===== src/rtl/meter_pwm_pkg.sv =====
package meter_pwm_pkg;

  localparam int DUTY_W = 8;

  typedef enum logic [1:0] {
    ADDR_SIN  = 2'd0,
    ADDR_COS  = 2'd1,
    ADDR_CTRL = 2'd2
  } cfg_addr_e;

  // Next pulse level: set at wrap unless compare is zero, cleared on match.
  function automatic logic pulse_next(input logic [DUTY_W-1:0] cnt_nxt,
                                      input logic [DUTY_W-1:0] cmp_old,
                                      input logic [DUTY_W-1:0] cmp_new,
                                      input logic              wrap,
                                      input logic              cur);
    if (wrap)                 return (cmp_new != '0);
    else if (cnt_nxt == cmp_old) return 1'b0;
    else                      return cur;
  endfunction

  // Pin steering: order sine+, sine-, cosine+, cosine-.
  function automatic logic [3:0] steer_pins(input logic       sin_p,
                                            input logic       cos_p,
                                            input logic [1:0] dir,
                                            input logic       half);
    logic [3:0] p;
    if (half) p = {cos_p, cos_p, sin_p, sin_p};
    else      p = {cos_p & dir[1], cos_p & ~dir[1], sin_p & dir[0], sin_p & ~dir[0]};
    return p;
  endfunction

endpackage


===== src/rtl/mpd_tick_counter.sv =====
module mpd_tick_counter #(
  parameter int CNT_W = 8
) (
  input  logic             clk,
  input  logic             rst_n,
  input  logic             tick_en,
  output logic [CNT_W-1:0] cnt,
  output logic             wrap_evt
);
  localparam logic [CNT_W-1:0] CNT_MAX = '1;

  assign wrap_evt = tick_en && (cnt == CNT_MAX);

  always_ff @(posedge clk or negedge rst_n) begin
    if (!rst_n)       cnt <= '0;
    else if (tick_en) cnt <= cnt + 1'b1;
  end


  cnt_hold_chk: assert property (@(posedge clk) disable iff (!rst_n)
    !tick_en |=> $stable(cnt));


  cnt_wrap_chk: assert property (@(posedge clk) disable iff (!rst_n)
    wrap_evt |=> (cnt == '0));

endmodule


===== src/rtl/mpd_cmp_chan.sv =====
module mpd_cmp_chan
  import meter_pwm_pkg::*;
#(
  parameter int CNT_W = DUTY_W
) (
  input  logic             clk,
  input  logic             rst_n,
  input  logic             tick_en,
  input  logic             wrap_evt,
  input  logic             load,
  input  logic [CNT_W-1:0] cnt,
  input  logic [CNT_W-1:0] duty_reg,
  output logic             pulse
);
  logic [CNT_W-1:0] shadow_q;
  logic [CNT_W-1:0] shadow_nxt;
  logic [CNT_W-1:0] cnt_nxt;

  assign shadow_nxt = load ? duty_reg : shadow_q;
  assign cnt_nxt    = cnt + 1'b1;

  always_ff @(posedge clk or negedge rst_n) begin
    if (!rst_n) begin
      shadow_q <= '0;
      pulse    <= 1'b0;
    end else begin
      shadow_q <= shadow_nxt;
      if (tick_en) pulse <= pulse_next(cnt_nxt, shadow_q, shadow_nxt, wrap_evt, pulse);
    end
  end


  shadow_hold_chk: assert property (@(posedge clk) disable iff (!rst_n)
    !load |=> $stable(shadow_q));


  zero_low_chk: assert property (@(posedge clk) disable iff (!rst_n)
    (shadow_q == '0) |-> !pulse);


  rise_at_wrap_chk: assert property (@(posedge clk) disable iff (!rst_n)
    $rose(pulse) |-> (cnt == '0));

endmodule


===== src/rtl/mpd_steer.sv =====
module mpd_steer
  import meter_pwm_pkg::*;
(
  input  logic       clk,
  input  logic       rst_n,
  input  logic       sin_p,
  input  logic       cos_p,
  input  logic [1:0] dir,
  input  logic       half,
  output logic [3:0] pins
);
  assign pins = steer_pins(sin_p, cos_p, dir, half);


  unsel_low_chk: assert property (@(posedge clk) disable iff (!rst_n)
    !half |-> (!(pins[0] && pins[1]) && !(pins[2] && pins[3])));


  half_pair_chk: assert property (@(posedge clk) disable iff (!rst_n)
    half |-> ((pins[0] == pins[1]) && (pins[2] == pins[3])));

endmodule


===== src/rtl/meter_pwm_drv.sv =====
module meter_pwm_drv
  import meter_pwm_pkg::*;
#(
  parameter int DW = DUTY_W
) (
  input  logic          clk,
  input  logic          rst_n,
  input  logic          tick_en,
  input  logic          cfg_we,
  input  logic [1:0]    cfg_addr,
  input  logic [DW-1:0] cfg_wdata,
  output logic [3:0]    pwm_pins,
  output logic          upd_pending
);
  localparam int NCOIL = 2;

  logic [DW-1:0] duty_q [NCOIL];
  logic [1:0]    dir_q;
  logic          half_q;
  logic [DW-1:0] cnt;
  logic          wrap_evt;
  logic          req_set;
  logic          xfer_evt;
  logic [NCOIL-1:0] coil_pulse;

  assign req_set  = cfg_we && (cfg_addr == ADDR_CTRL) && cfg_wdata[3];
  assign xfer_evt = wrap_evt && upd_pending;

  always_ff @(posedge clk or negedge rst_n) begin
    if (!rst_n) begin
      duty_q[0]   <= '0;
      duty_q[1]   <= '0;
      dir_q       <= '0;
      half_q      <= 1'b0;
      upd_pending <= 1'b0;
    end else begin
      if (cfg_we) begin
        case (cfg_addr)
          ADDR_SIN:  duty_q[0] <= cfg_wdata;
          ADDR_COS:  duty_q[1] <= cfg_wdata;
          ADDR_CTRL: begin
            dir_q  <= cfg_wdata[1:0];
            half_q <= cfg_wdata[2];
          end
          default: ;
        endcase
      end
      if (req_set)       upd_pending <= 1'b1;
      else if (xfer_evt) upd_pending <= 1'b0;
    end
  end

  mpd_tick_counter #(.CNT_W(DW)) u_cnt (
    .clk(clk), .rst_n(rst_n), .tick_en(tick_en), .cnt(cnt), .wrap_evt(wrap_evt)
  );

  for (genvar g = 0; g < NCOIL; g++) begin : g_coil
    mpd_cmp_chan #(.CNT_W(DW)) u_chan (
      .clk(clk), .rst_n(rst_n), .tick_en(tick_en), .wrap_evt(wrap_evt),
      .load(xfer_evt), .cnt(cnt), .duty_reg(duty_q[g]), .pulse(coil_pulse[g])
    );
  end

  mpd_steer u_steer (
    .clk(clk), .rst_n(rst_n), .sin_p(coil_pulse[0]), .cos_p(coil_pulse[1]),
    .dir(dir_q), .half(half_q), .pins(pwm_pins)
  );


  upd_clear_chk: assert property (@(posedge clk) disable iff (!rst_n)
    (xfer_evt && !req_set) |=> !upd_pending);


  upd_hold_chk: assert property (@(posedge clk) disable iff (!rst_n)
    (upd_pending && !wrap_evt) |=> upd_pending);

endmodule


===== config.mk =====
export PLATFORM = sky130hd
export DESIGN_NAME = meter_pwm_drv
export DESIGN_NICKNAME = d
export VERILOG_FILES = /design/src/rtl/meter_pwm_pkg.sv /design/src/rtl/mpd_tick_counter.sv /design/src/rtl/mpd_cmp_chan.sv /design/src/rtl/mpd_steer.sv /design/src/rtl/meter_pwm_drv.sv
export SDC_FILE = /design/constraint.sdc
export NUM_CORES = 1
export LEC_CHECK = 0
export CORE_ASPECT_RATIO = 0.7
export CORE_MARGIN = 1
export CORE_UTILIZATION = 64
export CTS_BUF_LIST = sky130_fd_sc_hd__clkbuf_8
export DETAILED_ROUTE_END_ITERATION = 12
export PLACE_DENSITY = 0.91
export RECOVER_POWER = 50
export SYNTH_ARGS = -nofsm -noshare
export SYNTH_HDL_FRONTEND = slang
export SYNTH_SLANG_ARGS = --single-unit

===== constraint.sdc =====
create_clock -name clk -period 3.75 [get_ports clk]
set_clock_uncertainty 0.05 [all_clocks]
set_input_delay 0.375 -clock clk [delete_from_list [all_inputs] [get_ports clk]]
set_output_delay 0.375 -clock clk [all_outputs]
set_load 0.01 [all_outputs]

# == After elaboration in Yosys (flattened, before gate mapping) ==
# Cells that the tools add are included.
# word_totals
reg_bits,46
word_cells,46
input_bits,14
output_inout_bits,5
# op_classes
n_addsub,1
n_reduce_logical,15
n_eq_ne,5
muxes,9
bitwise,6
# ops
op,n
$eq 8x8->1,2
$mux 8,2
$reduce_bool 8->1,2
$reduce_and 2->1,5
$add 8x1->8 const B,1
$eq 8x8->1 const B,1
$mux 1,6
$reduce_bool 2->1,3
$and 1x1->1,4
$logic_and 1x1->1,4
$mux 4,1
$eq 2x1->1 const B,1
$eq 2x2->1 const B,1
$logic_not 2->1,1
$not 1->1,2

# == Depth between registers and ports, before layout ==
# logic_depth
depth_word,6
mapped_depth,6
mapped_depth_nobuf,6

# == By module ==
# From an unflattened synthesis, not the netlist that was laid out.
# unflattened
cells_unflattened,207
area_unflattened_um2,2447.3
# modules_own_cells
module,area_each_um2,instances,cells_per_inst,seq_area_each_um2
mpd_cmp_chan,639.4,2,63,225.2
meter_pwm_drv,772.0,1,46,500.5
mpd_tick_counter,359.1,1,30,200.2
mpd_steer,37.5,1,5,0.0

# == Worst setup path before layout ==
# No wires, ideal clock.
# synth_timing
kind,reg-to-reg
from,register u_cnt.cnt[1]
to,register g_coil[1].u_chan.pulse
path_slack_ns,1.713
arrival_time_ns,1.863
setup_time_ns,0.124
n_path_buf,0
stages_incl_launch_ff,7
t_required_ns,3.576
synth_period_minus_slack_ns,2.037
path_cell_list,dfrtp_1 -> ha_1 -> and3_4 -> xnor2_2 -> xnor2_1 -> or4_1 -> o31a_1
# synth_between
elab_chain_cells,6
word_cells_on_any_way,10
cone_classes,add/sub (1); eq/ne (2); mux (2); reduce/logical (5)
# synth_lines
element,line,source
start: declaration,mpd_tick_counter.sv:7,"output logic [CNT_W-1:0] cnt,"
start signal: assignment,mpd_tick_counter.sv:16,else if (tick_en) cnt <= cnt + 1'b1;
"parallel branches: the longest is 6 deep, another holds $add 8x1->8",n/a,
end signal: assignment,mpd_cmp_chan.sv:28,"if (tick_en) pulse <= pulse_next(cnt_nxt, shadow_q, shadow_nxt, wrap_evt, pulse);"
end: declaration,mpd_cmp_chan.sv:13,output logic pulse
# Several ways; the timed one is not identified.
# A chain may end at the register's enable or synchronous reset.

# == Worst setup path in the final report ==
# layout_timing
from,register u_cnt.cnt[0]
to,register g_coil[1].u_chan.pulse
# The elaborated chain is that of the path after synthesis.

==> results.tsv <==
metric	value	unit
status	finished, violations left	
violations	capacitance limit, slew limit	
via_per_inst	6.18	
cts_buffers	5	
core-area	3250	um^2
ctsResizeCount	0	
post-route-util	0.788	
max_stage_delay	0.50	ns
holdBufCountCts	0	
drive_above_1_share	0.208	
powerDensity	554	nW/um^2
fin_crit	2.33	ns
portBuffers	18	
hpwl	3390	um
grt_max_degree	47	
crit_arrival	2.46	ns
tritoncts	yes	
die_h	51.6	um
vias	1507	
netlist_area	2250	um^2
grt_antenna_before_repair	0	
synth_compound_area_frac	0.0523	
avgSynthCellArea	12.6	um^2
first_pass_iters	4	
initialDrtViolationCount	90	
rows	17	
htree_levels	2	
ys_warn_count	0	
synthSimpleGateAreaFrac	0.104	
num-nets-final	212	
setup_viol	0	
grt-ovfl-total	0	
p_leak	0.00111	uW
drc	0	
maxSlewViolCount	47	
final_area	2560	um^2
nFillCells	196	
insertion_delay	0.30	ns
grt.total_usage	0.278	
die_x	72.9	um
yosys.area.top_type	dfrtp_1	
cp_cell_sequence	ha_1 > and3_4 > xnor2_2 > xnor2_1 > or4_1 > o31a_1	
die-area	3760	um^2
synth-edff-count	0	
startpoint_type	register	
synth_nets	193	
synth_top_family_by_area	multiplexers	
cp.required	3.89	ns
antenna_cells	0	
max_slew_margin	-0.537	
worstPathMaxFanout	6	
clock_path_buffers	2	
syn_inst	178	
fmax	0.430	GHz
synth.area.mux_share	0.175	
hold_violations	0	
crit_type	reg2reg	
post_cts_buffers	0	
crit_family	simple AND/OR/NAND/NOR gates	
wire_per_inst	18.7	um
tightest_slew	2.31	ns
cp_num_buf_inv	0	
synth.ff_latch_count	46	
slowest_stage	dfrtp_1	
rsz0062_at_grt	no	
hp-start	duty_q[15]$_DFFE_PN0P_	
r2r_start	u_cnt.cnt[0]$_DFFE_PN0P_	
grt_pass1_vias	1571	
synth_cell_type_count	38	
ys_seq_area_frac	0.511	
synthFlopType	dfrtp_1	
initial_core_util	0.692	
grt_pass1_wl	7370	um
cts_sinks	46	
crit_path_end_kind	register	
critPathLaunch	u_cnt.cnt[0]$_DFFE_PN0P_	
clkTransAtPathRegs	0.08	ns
io_pins	19	
ant_nets	0	
dpl-instance-area	2450	um^2
period_share	0.621	
area_growth	14.0	%
postSynth.asyncResetShare	1.00	
synth_area_leaders	dfrtp_1, mux2_2, xnor2_1	
synth_xor_area_frac	0.130	
fin_tns_setup	0	ns
wirelength	4570	um
reg2reg_slack	1.42	ns
cts_root_buffer	clkbuf_8	
max_cap_viol_count	1	
hp-class	reg2reg	
peakVddDrop	0.385	mV
synthAdderAreaFrac	0.00556	
gp_congestion	0.935	
synthDominantCellAreaShare	0.511	
-- area by class of cell --
cell class                 instances  area [um^2]  share of cell area
clock inverter                     1         30.0              0.0117
inverter                           5         18.8             0.00732
timing repair buffer              18          174              0.0678
tap                               47         58.8              0.0229
clock buffer                       6         82.6              0.0322
multi-input combinational        121         1050               0.409
sequential                        46         1150               0.449
-- path summary, 6_finish.rpt --
kind,endpoint,cells past startpoint
worst max register to register,g_coil[1].u_chan.pulse$_DFFE_PN0P_,6
min in group asynchronous,g_coil[0].u_chan.shadow_q[2]$_DFF_PN0_,1
max in group asynchronous,g_coil[0].u_chan.shadow_q[6]$_DFF_PN0_,1
worst min-delay path,duty_q[15]$_DFFE_PN0P_,1
worst max-delay path,g_coil[1].u_chan.pulse$_DFFE_PN0P_,6
worst min register to register,duty_q[15]$_DFFE_PN0P_,1
-- sequential cells by signal (all words and copies together) (netlist names) --
signal / flops
u_cnt.cnt: 8
upd_pending: 1
g_coil.u_chan.pulse: 2
dir_q: 2
duty_q: 16
g_coil.u_chan.shadow_q: 16
half_q: 1
-- power by group --
| part | switching, uW | leakage (uW) | total [uW] | internal (uW) |
|---|---|---|---|---|
| combinational | 164 | 0.000475 | 371 | 207 |
| sequential | 113 | 0.000580 | 685 | 572 |
| clock | 153 | 0.0000573 | 366 | 213 |
| total | 430 | 0.00111 | 1420 | 992 |
-- logic make-up (layout without fill, tap and decap cells) --
| logic type | Yosys count | in the layout |
|---|---|---|
| flops | 46 | 46 |
| compound gates | 17 | 17 |
| xor+xnor | 30 | 30 |
| simple gates | 38 | 38 |
| buf+inv | 11 | 30 |
| fa+ha+maj | 1 | 1 |
| mux | 35 | 35 |
-- synthesized netlist by cell type (2+ instances only) --
cell,instances
a31oi_1,2
o21a_1,2
mux2_2,25
a21boi_0,2
nand3_1,4
mux2_1,10
nor4_1,8
buf_2,4
nor2_1,7
xor2_1,5
o21ai_0,2
a21oi_1,4
nand2_1,6
dfrtp_1,46
xnor2_1,22
nand4_1,2
inv_1,5
nand3b_1,2
-- cell usage in the layout (no fill, tap or decap), types with 2 or more instances in the layout --
cell type         n
a21boi_0          2
a21oi_1           4
a31oi_1           2
clkbuf_8          6
clkdlybuf4s50_1  16
dfrtp_1          46
inv_1             5
mux2_1           10
mux2_2           25
nand2_1           6
nand3_1           4
nand3b_1          2
nand4_1           2
nor2_1            7
nor4_1            8
o21a_1            2
o21ai_0           2
xnor2_1          22
xor2_1            5
-- metrics by stage --
| step | total power, uW | setup WS [ns] | std cells | hold slack [ns] |
|---|---|---|---|---|
| floorplan | 980 | 1.71 | 178 | 0.0294 |
| global placement | 1040 | 1.44 | 237 | 0.443 |
| detailed placement | 1060 | 1.29 | 237 | 0.462 |
| CTS | 1430 | 1.46 | 244 | 0.206 |
| global route | 1490 | 1.07 | 244 | 0.495 |
| finish | 1420 | 1.42 | 244 | 0.483 |
-- layer usage --
layer / vias up / routed length [um] / GRT usage
met1: 775 / 1920 / 0.336
met3: 9 / 209 / 0.0640
met2: 50 / 2350 / 0.484
met4: 0 / 97 / 0.118
li1: 673 / - / -
met5: - / 0 / 0
-- worst reg2reg max path, cell delays in order (launching register included) --
cell and delay (ns):
dfrtp_1 0.50, ha_1 0.38, and3_4 0.27, xnor2_2 0.14, xnor2_1 0.09, or4_1 0.48
o31a_1 0.31
Note: power is estimated with default switching activity, not from simulation.
